## config.mk

```make
export PLATFORM = sky130hd
export DESIGN_NAME = dsd_phase_resync
export DESIGN_NICKNAME = d
export VERILOG_FILES = /design/src/rtl/dsd_rs_pkg.sv /design/src/rtl/dsd_pulse_qual.sv /design/src/rtl/dsd_bclk_gen.sv /design/src/rtl/dsd_capture.sv /design/src/rtl/dsd_phase_ctl.sv /design/src/rtl/dsd_phase_resync.sv
export SDC_FILE = /design/constraint.sdc
export NUM_CORES = 1
export LEC_CHECK = 0
export ABC_AREA = 0
export BUFFER_PORTS_ARGS = -buffer_cell sky130_fd_sc_hd__clkbuf_2
export CORE_MARGIN = 2
export CORE_UTILIZATION = 36
export DETAILED_ROUTE_END_ITERATION = 10
export PLACE_DENSITY_LB_ADDON = 0.2
export SETUP_SLACK_MARGIN = 0.02
export SYNTH_ARGS = -nofsm -noshare
export SYNTH_HDL_FRONTEND = slang
export SYNTH_SLANG_ARGS = --single-unit
```

## constraint.sdc

```tcl
create_clock -name clk -period 1.91 [get_ports clk]
set_input_delay 0 -clock clk [delete_from_list [all_inputs] [get_ports clk]]
set_output_delay 0 -clock clk [all_outputs]
set_load 0.02 [all_outputs]
```

## src/rtl/dsd_rs_pkg.sv

```systemverilog
package dsd_rs_pkg;

    typedef enum logic [1:0] {
        RATE_1X     = 2'b00,
        RATE_2X     = 2'b01,
        RATE_4X     = 2'b10,
        RATE_4X_ALT = 2'b11
    } rate_e;

    typedef enum logic {
        SRC_EARLY = 1'b0,
        SRC_LATE  = 1'b1
    } src_e;

    typedef struct packed {
        logic rise;
        logic fall;
    } bck_edge_t;

    localparam int MUTE_LONGEST = 36;
    localparam int MUTE_W       = $clog2(MUTE_LONGEST + 1);

    function automatic int unsigned mute_words(rate_e r);
        case (r)
            RATE_1X: return 10;
            RATE_2X: return 18;
            default: return MUTE_LONGEST;
        endcase
    endfunction

endpackage

```

## src/rtl/dsd_pulse_qual.sv

```systemverilog
module dsd_pulse_qual #(
    parameter int MIN_LEN = 6
) (
    input  logic clk,
    input  logic rst,
    input  logic level,
    output logic ev
);
    localparam int CW = $clog2(MIN_LEN + 1);

    logic [CW-1:0] run_q;

    always_ff @(posedge clk) begin
        if (rst || !level)
            run_q <= '0;
        else if (run_q != CW'(MIN_LEN))
            run_q <= run_q + 1'b1;
    end

    assign ev = level && (run_q == CW'(MIN_LEN - 1));


    single_event_chk: assert property (@(posedge clk) disable iff (rst)
        ev |=> !ev);

endmodule

```

## src/rtl/dsd_bclk_gen.sv

```systemverilog
module dsd_bclk_gen #(
    parameter int DIV = 8
) (
    input  logic clk,
    input  logic rst,
    input  logic hold,
    output logic bclk
);
    localparam int W = $clog2(DIV);

    logic [W-1:0] div_q;

    always_ff @(posedge clk) begin
        if (rst || hold)
            div_q <= '0;
        else
            div_q <= div_q + 1'b1;
    end

    assign bclk = ~div_q[W-1];


    held_high_chk: assert property (@(posedge clk) disable iff (rst)
        hold |=> bclk);

endmodule

```

## src/rtl/dsd_capture.sv

```systemverilog
module dsd_capture
    import dsd_rs_pkg::*;
#(
    parameter int NCH = 6
) (
    input  logic           clk,
    input  logic           rst,
    input  bck_edge_t      edge_i,
    input  logic [NCH-1:0] din,
    input  src_e           src,
    input  logic           enable,
    output logic [NCH-1:0] samp_data,
    output logic           samp_vld
);
    logic [NCH-1:0] early_q, late_q, out_q;
    logic           vld_q;

    always_ff @(posedge clk) begin
        if (rst) begin
            early_q <= '0;
            late_q  <= '0;
            out_q   <= '0;
            vld_q   <= 1'b0;
        end else begin
            if (edge_i.rise) early_q <= din;
            if (edge_i.fall) late_q  <= early_q;
            vld_q <= 1'b0;
            if (enable && src == SRC_EARLY && edge_i.fall) begin
                out_q <= early_q;
                vld_q <= 1'b1;
            end
            if (enable && src == SRC_LATE && edge_i.rise) begin
                out_q <= late_q;
                vld_q <= 1'b1;
            end
        end
    end

    assign samp_data = out_q;
    assign samp_vld  = vld_q;


    strobe_spacing_chk: assert property (@(posedge clk) disable iff (rst)
        samp_vld |=> !samp_vld);

endmodule

```

## src/rtl/dsd_phase_ctl.sv

```systemverilog
module dsd_phase_ctl
    import dsd_rs_pkg::*;
(
    input  logic  clk,
    input  logic  rst,
    input  logic  init_hold,
    input  logic  resync_ev,
    input  logic  bck_fall,
    input  logic  bck_level,
    input  logic  wclk_rise,
    input  rate_e rate,
    output src_e  sel,
    output logic  locked,
    output logic  mute_req
);
    logic              pending_q, armed_q, locked_q, mute_q;
    logic [MUTE_W-1:0] left_q;
    src_e              sel_q;

    always_ff @(posedge clk) begin
        if (rst) begin
            pending_q <= 1'b0;
            armed_q   <= 1'b0;
            locked_q  <= 1'b0;
            mute_q    <= 1'b1;
            left_q    <= '0;
            sel_q     <= SRC_EARLY;
        end else if (resync_ev) begin
            pending_q <= 1'b1;
            armed_q   <= 1'b0;
            mute_q    <= 1'b1;
            left_q    <= '0;
        end else if (init_hold) begin
            pending_q <= 1'b0;
            armed_q   <= 1'b0;
            locked_q  <= 1'b0;
            mute_q    <= 1'b1;
            left_q    <= '0;
        end else if (pending_q && bck_fall) begin
            pending_q <= 1'b0;
            armed_q   <= 1'b1;
        end else if (armed_q && wclk_rise) begin
            armed_q  <= 1'b0;
            sel_q    <= bck_level ? SRC_LATE : SRC_EARLY;
            locked_q <= 1'b1;
            left_q   <= MUTE_W'(mute_words(rate));
        end else if (wclk_rise && left_q != '0) begin
            left_q <= left_q - 1'b1;
            if (left_q == MUTE_W'(1))
                mute_q <= 1'b0;
        end
    end

    assign sel      = sel_q;
    assign locked   = locked_q;
    assign mute_req = mute_q;


    sel_hold_chk: assert property (@(posedge clk) disable iff (rst)
        !(armed_q && wclk_rise) |=> $stable(sel_q));


    mute_release_chk: assert property (@(posedge clk) disable iff (rst)
        $fell(mute_q) |-> $past(wclk_rise));

endmodule

```

## src/rtl/dsd_phase_resync.sv

```systemverilog
module dsd_phase_resync
    import dsd_rs_pkg::*;
#(
    parameter int NCH     = 6,
    parameter int BCK_DIV = 8,
    parameter int MIN_REQ = 6
) (
    input  logic           clk,
    input  logic           rst,
    input  logic           bclk_dir,
    input  logic           bclk_in,
    input  logic [NCH-1:0] dsd_in,
    input  logic           init_n,
    input  logic           sync_req,
    input  logic           wclk,
    input  logic [1:0]     rate_sel,
    output logic           bclk_out,
    output logic           bclk_oe,
    output logic [NCH-1:0] samp_data,
    output logic           samp_vld,
    output logic           mute_req
);
    logic           bclk_q, init_n_q, sync_q, wclk_q, wclk_d, bck_d;
    logic [NCH-1:0] dsd_q;
    logic           init_act_q;
    logic           init_ev, sync_ev, resync_ev;
    logic           gen_bclk, bck_level;
    bck_edge_t      bck_edge;
    src_e           sel;
    logic           locked;

    always_ff @(posedge clk) begin
        if (rst) begin
            bclk_q   <= 1'b0;
            dsd_q    <= '0;
            init_n_q <= 1'b1;
            sync_q   <= 1'b0;
            wclk_q   <= 1'b0;
            wclk_d   <= 1'b0;
            bck_d    <= 1'b0;
        end else begin
            bclk_q   <= bclk_in;
            dsd_q    <= dsd_in;
            init_n_q <= init_n;
            sync_q   <= sync_req;
            wclk_q   <= wclk;
            wclk_d   <= wclk_q;
            bck_d    <= bck_level;
        end
    end

    dsd_pulse_qual #(.MIN_LEN(MIN_REQ)) u_init_qual (
        .clk(clk), .rst(rst), .level(~init_n_q), .ev(init_ev)
    );

    dsd_pulse_qual #(.MIN_LEN(MIN_REQ)) u_sync_qual (
        .clk(clk), .rst(rst), .level(sync_q), .ev(sync_ev)
    );

    always_ff @(posedge clk) begin
        if (rst)
            init_act_q <= 1'b0;
        else if (init_ev)
            init_act_q <= 1'b1;
        else if (init_n_q)
            init_act_q <= 1'b0;
    end

    assign resync_ev = sync_ev || (init_act_q && init_n_q);

    dsd_bclk_gen #(.DIV(BCK_DIV)) u_gen (
        .clk(clk), .rst(rst), .hold(init_act_q), .bclk(gen_bclk)
    );

    assign bck_level     = bclk_dir ? gen_bclk : bclk_q;
    assign bck_edge.rise = bck_level && !bck_d;
    assign bck_edge.fall = !bck_level && bck_d;

    dsd_phase_ctl u_ctl (
        .clk       (clk),
        .rst       (rst),
        .init_hold (init_act_q),
        .resync_ev (resync_ev),
        .bck_fall  (bck_edge.fall),
        .bck_level (bck_level),
        .wclk_rise (wclk_q && !wclk_d),
        .rate      (rate_e'(rate_sel)),
        .sel       (sel),
        .locked    (locked),
        .mute_req  (mute_req)
    );

    dsd_capture #(.NCH(NCH)) u_cap (
        .clk       (clk),
        .rst       (rst),
        .edge_i    (bck_edge),
        .din       (dsd_q),
        .src       (sel),
        .enable    (locked),
        .samp_data (samp_data),
        .samp_vld  (samp_vld)
    );

    assign bclk_out = gen_bclk;
    assign bclk_oe  = bclk_dir;


    no_strobe_unlocked_chk: assert property (@(posedge clk) disable iff (rst)
        !locked |=> !samp_vld);

endmodule

```

==> run metrics <==
Die Span X=82.0 um; Vias=1710; final wirelength=4210 um; total grt overflow=0; worst vdd ir=488 uV; slew margin rel.=65.2%; post-CTS sizing=0; Mapped Nets=263; critical path arrival=1.84 ns; remaining antenna violation count=0; ratio of cells with drive above 1 in the final layout=15.7%; first-pass GRT wire length=7330 um; Clk pin slew, worst setup/hold paths=0.10 ns; CTS buffer count=5; Power Dens Cells=914 nW/um^2; via/cell ratio=4.90; gr usage total=14.3%; Tmin final=1.65 ns; CTS HTree Levels=2; final setup vio count=0; Post-CTS Repair Setup Buffers=0; diode count=0; routability cong.=0.788; CP Capture Type=register; Mean Syn Cell Area=9.19 sq um; final max-slew violation count=0; area of the multi-input gates=1040 sq um; clock skew=0.0113 ns; Ys Warns=0; cts hold-fix bufs=10; CP Max Fanout=5; Die Height=82.0 um; Synth cell types=42; Hold Violations, Final=0; Setup CP Type=reg -> reg; antenna violations before repair=0; drt wl/cell=12.1 um; register area=1040 sq um; TritonCTS clock tree=built; RSZ-0062 raised after global routing=no; row count=28; DRC=0; outcome=finished clean; CTS Buffer Depth=2; DP Area=2390 sq um; Post-DP HPWL=2930 um; CP Launch Type=register; Worst-Skew Late Latency=0.31 ns; Port Buf Inserts=24; final net count=298; min-delay worst type=in -> reg; Num Clock Sinks=52; Tightest Pin Transition=0.515 ns; area growth from synthesis to final layout=17.7%; synthesized area=2190 sq um; drt initial violations=53; largest net degree at the start of global routing=36; Syn Inst Count=238; CTS root buf=clkbuf_8; required time worst endpoint=2.10 ns; #FFs+latches synth=52; Initial Util=37.2%; Fill cells=591; Max-Cap Viols=0; vias in the first global route=1582; fin crit share=86.4%; Seq/Total Area, Yosys=47.6%; io pins=25; Max Freq=0.606 GHz; Core Footprint=5890 sq um; Finished Cell Area=2580 sq um; TNS Setup=0 ns; Pre-Repair DR Iteration Count=4; die area=6720 sq um; LEAKAGE=1.07 nW
## worst max-delay path, cell delays in order (launching register included)
cell and delay [ns]:
dfxtp_1 0.38, inv_1 0.06, ha_1 0.17, and3_1 0.20
a2111o_1 0.43, mux2_4 0.30
## cells by family after synthesis
logic type	Yosys count	synth area share, %
AOI/OAI and AO/OA	47	13.8
xor gates and xnor gates	3	1.20
adders and majority gates	10	5.72
buffers and inverters	22	4.69
DFF	52	47.6
muxes	13	6.17
and+or+nand+nor	91	20.9
## flip-flops by register name, indices dropped and copies added, names as in the netlist, 3 cells and up
name,count
u_init_qual.run_q,3
u_ctl.left_q,6
dsd_q,6
u_gen.div_q,3
u_cap.samp_data,6
u_cap.early_q,6
u_cap.late_q,6
u_sync_qual.run_q,3
## metal layers
layer  vias to the layer above  share of wire [%]  track usage [%]
li1                        892                  -                -
met1                       790                 51             18.6
met2                        22                 45             22.7
met3                         6                2.7             3.19
met4                         0                1.8             6.00
met5                         -                  0                0
## cells in the mapped netlist
library cell,number,area (sq um)
a2111o_1,1,11.3
a2111oi_0,1,8.76
a211o_1,1,8.76
a211oi_1,7,52.6
a21o_1,1,7.51
a21oi_1,18,90.1
a21oi_2,1,8.76
a22oi_1,2,15.0
a31oi_1,4,25.0
a41o_1,1,10.0
a41oi_1,1,8.76
and3_1,1,6.26
and3_4,1,11.3
and3b_1,1,8.76
and4b_1,1,10.0
buf_1,1,3.75
buf_2,1,5.00
buf_4,1,7.51
buf_6,2,22.5
clkbuf_1,8,30.0
dfxtp_1,52,1040
ha_1,10,125
inv_1,9,33.8
mux2_4,1,15.0
mux2i_1,12,120
nand2_1,22,82.6
nand2b_1,5,31.3
nand3_1,6,30.0
nand3b_1,3,22.5
nand4_1,1,6.26
nor2_1,23,86.3
nor2b_1,13,81.3
nor3_1,8,40.0
nor3b_1,2,15.0
nor4_1,1,6.26
o211ai_1,2,15.0
o21ai_0,5,25.0
o22ai_1,1,6.26
o32ai_1,1,8.76
or2_2,1,6.26
or3_1,2,12.5
xnor2_1,3,26.3
## stage by stage
step	total power, mW	cells	hold slack [ns]	utilization, %	worst slack (ns)
5_1_grt	2.52	349	0.0306	43.8	0.136
3_3_place_gp	1.72	331	0.184	40.5	0.306
3_5_place_dp	1.73	331	0.187	40.5	0.283
4_1_cts	2.38	349	0.00602	43.8	0.262
2_1_floorplan	1.59	238	0.104	-	0.216
6_report	2.36	349	0.0111	43.8	0.260
## area by class of cell
class / count / share of cell area (%)
clock inverter: 3 / 0.826
inverter: 9 / 1.31
multi-input combinational: 164 / 40.6
sequential: 52 / 40.4
clock buffer: 5 / 2.67
tap: 75 / 3.64
timing repair buffer: 41 / 10.6
## report_power, final
group	internal, mW	total, mW	switching (mW)
Combinational	0.242	0.524	0.283
Sequential	1.15	1.20	0.0514
Clock	0.261	0.631	0.370
## cells in the final DEF, fill, tap and decap left out, drive strengths merged, types with 2 or more instances in the layout
cell type	n
o211ai	2
nand2b	5
nor2b	13
a21oi	19
ha	10
nand3b	3
or3	2
o21ai	5
and3	2
a211oi	7
nor3b	2
xnor2	3
a22oi	2
dfxtp	52
nand3	6
a31oi	4
nor3	8
nor2	23
buf	7
inv	10
nand2	22
clkbuf	29
mux2i	12
dlygate4sd3	10
## worst paths after layout
| path | from | to | slack, ns | cells after the start |
|---|---|---|---|---|
| hold reg to reg | u_gen.div_q[0] | u_gen.div_q[0] | 0.43 | 1 |
| setup / recovery | u_sync_qual.run_q[1] | u_ctl.sel | 0.26 | 5 |
| hold / removal | rst | u_ctl.pending_q | 0.01 | 2 |
| setup reg to reg | u_sync_qual.run_q[1] | u_ctl.sel | 0.26 | 5 |
Note: power is estimated with default switching activity, not from simulation.
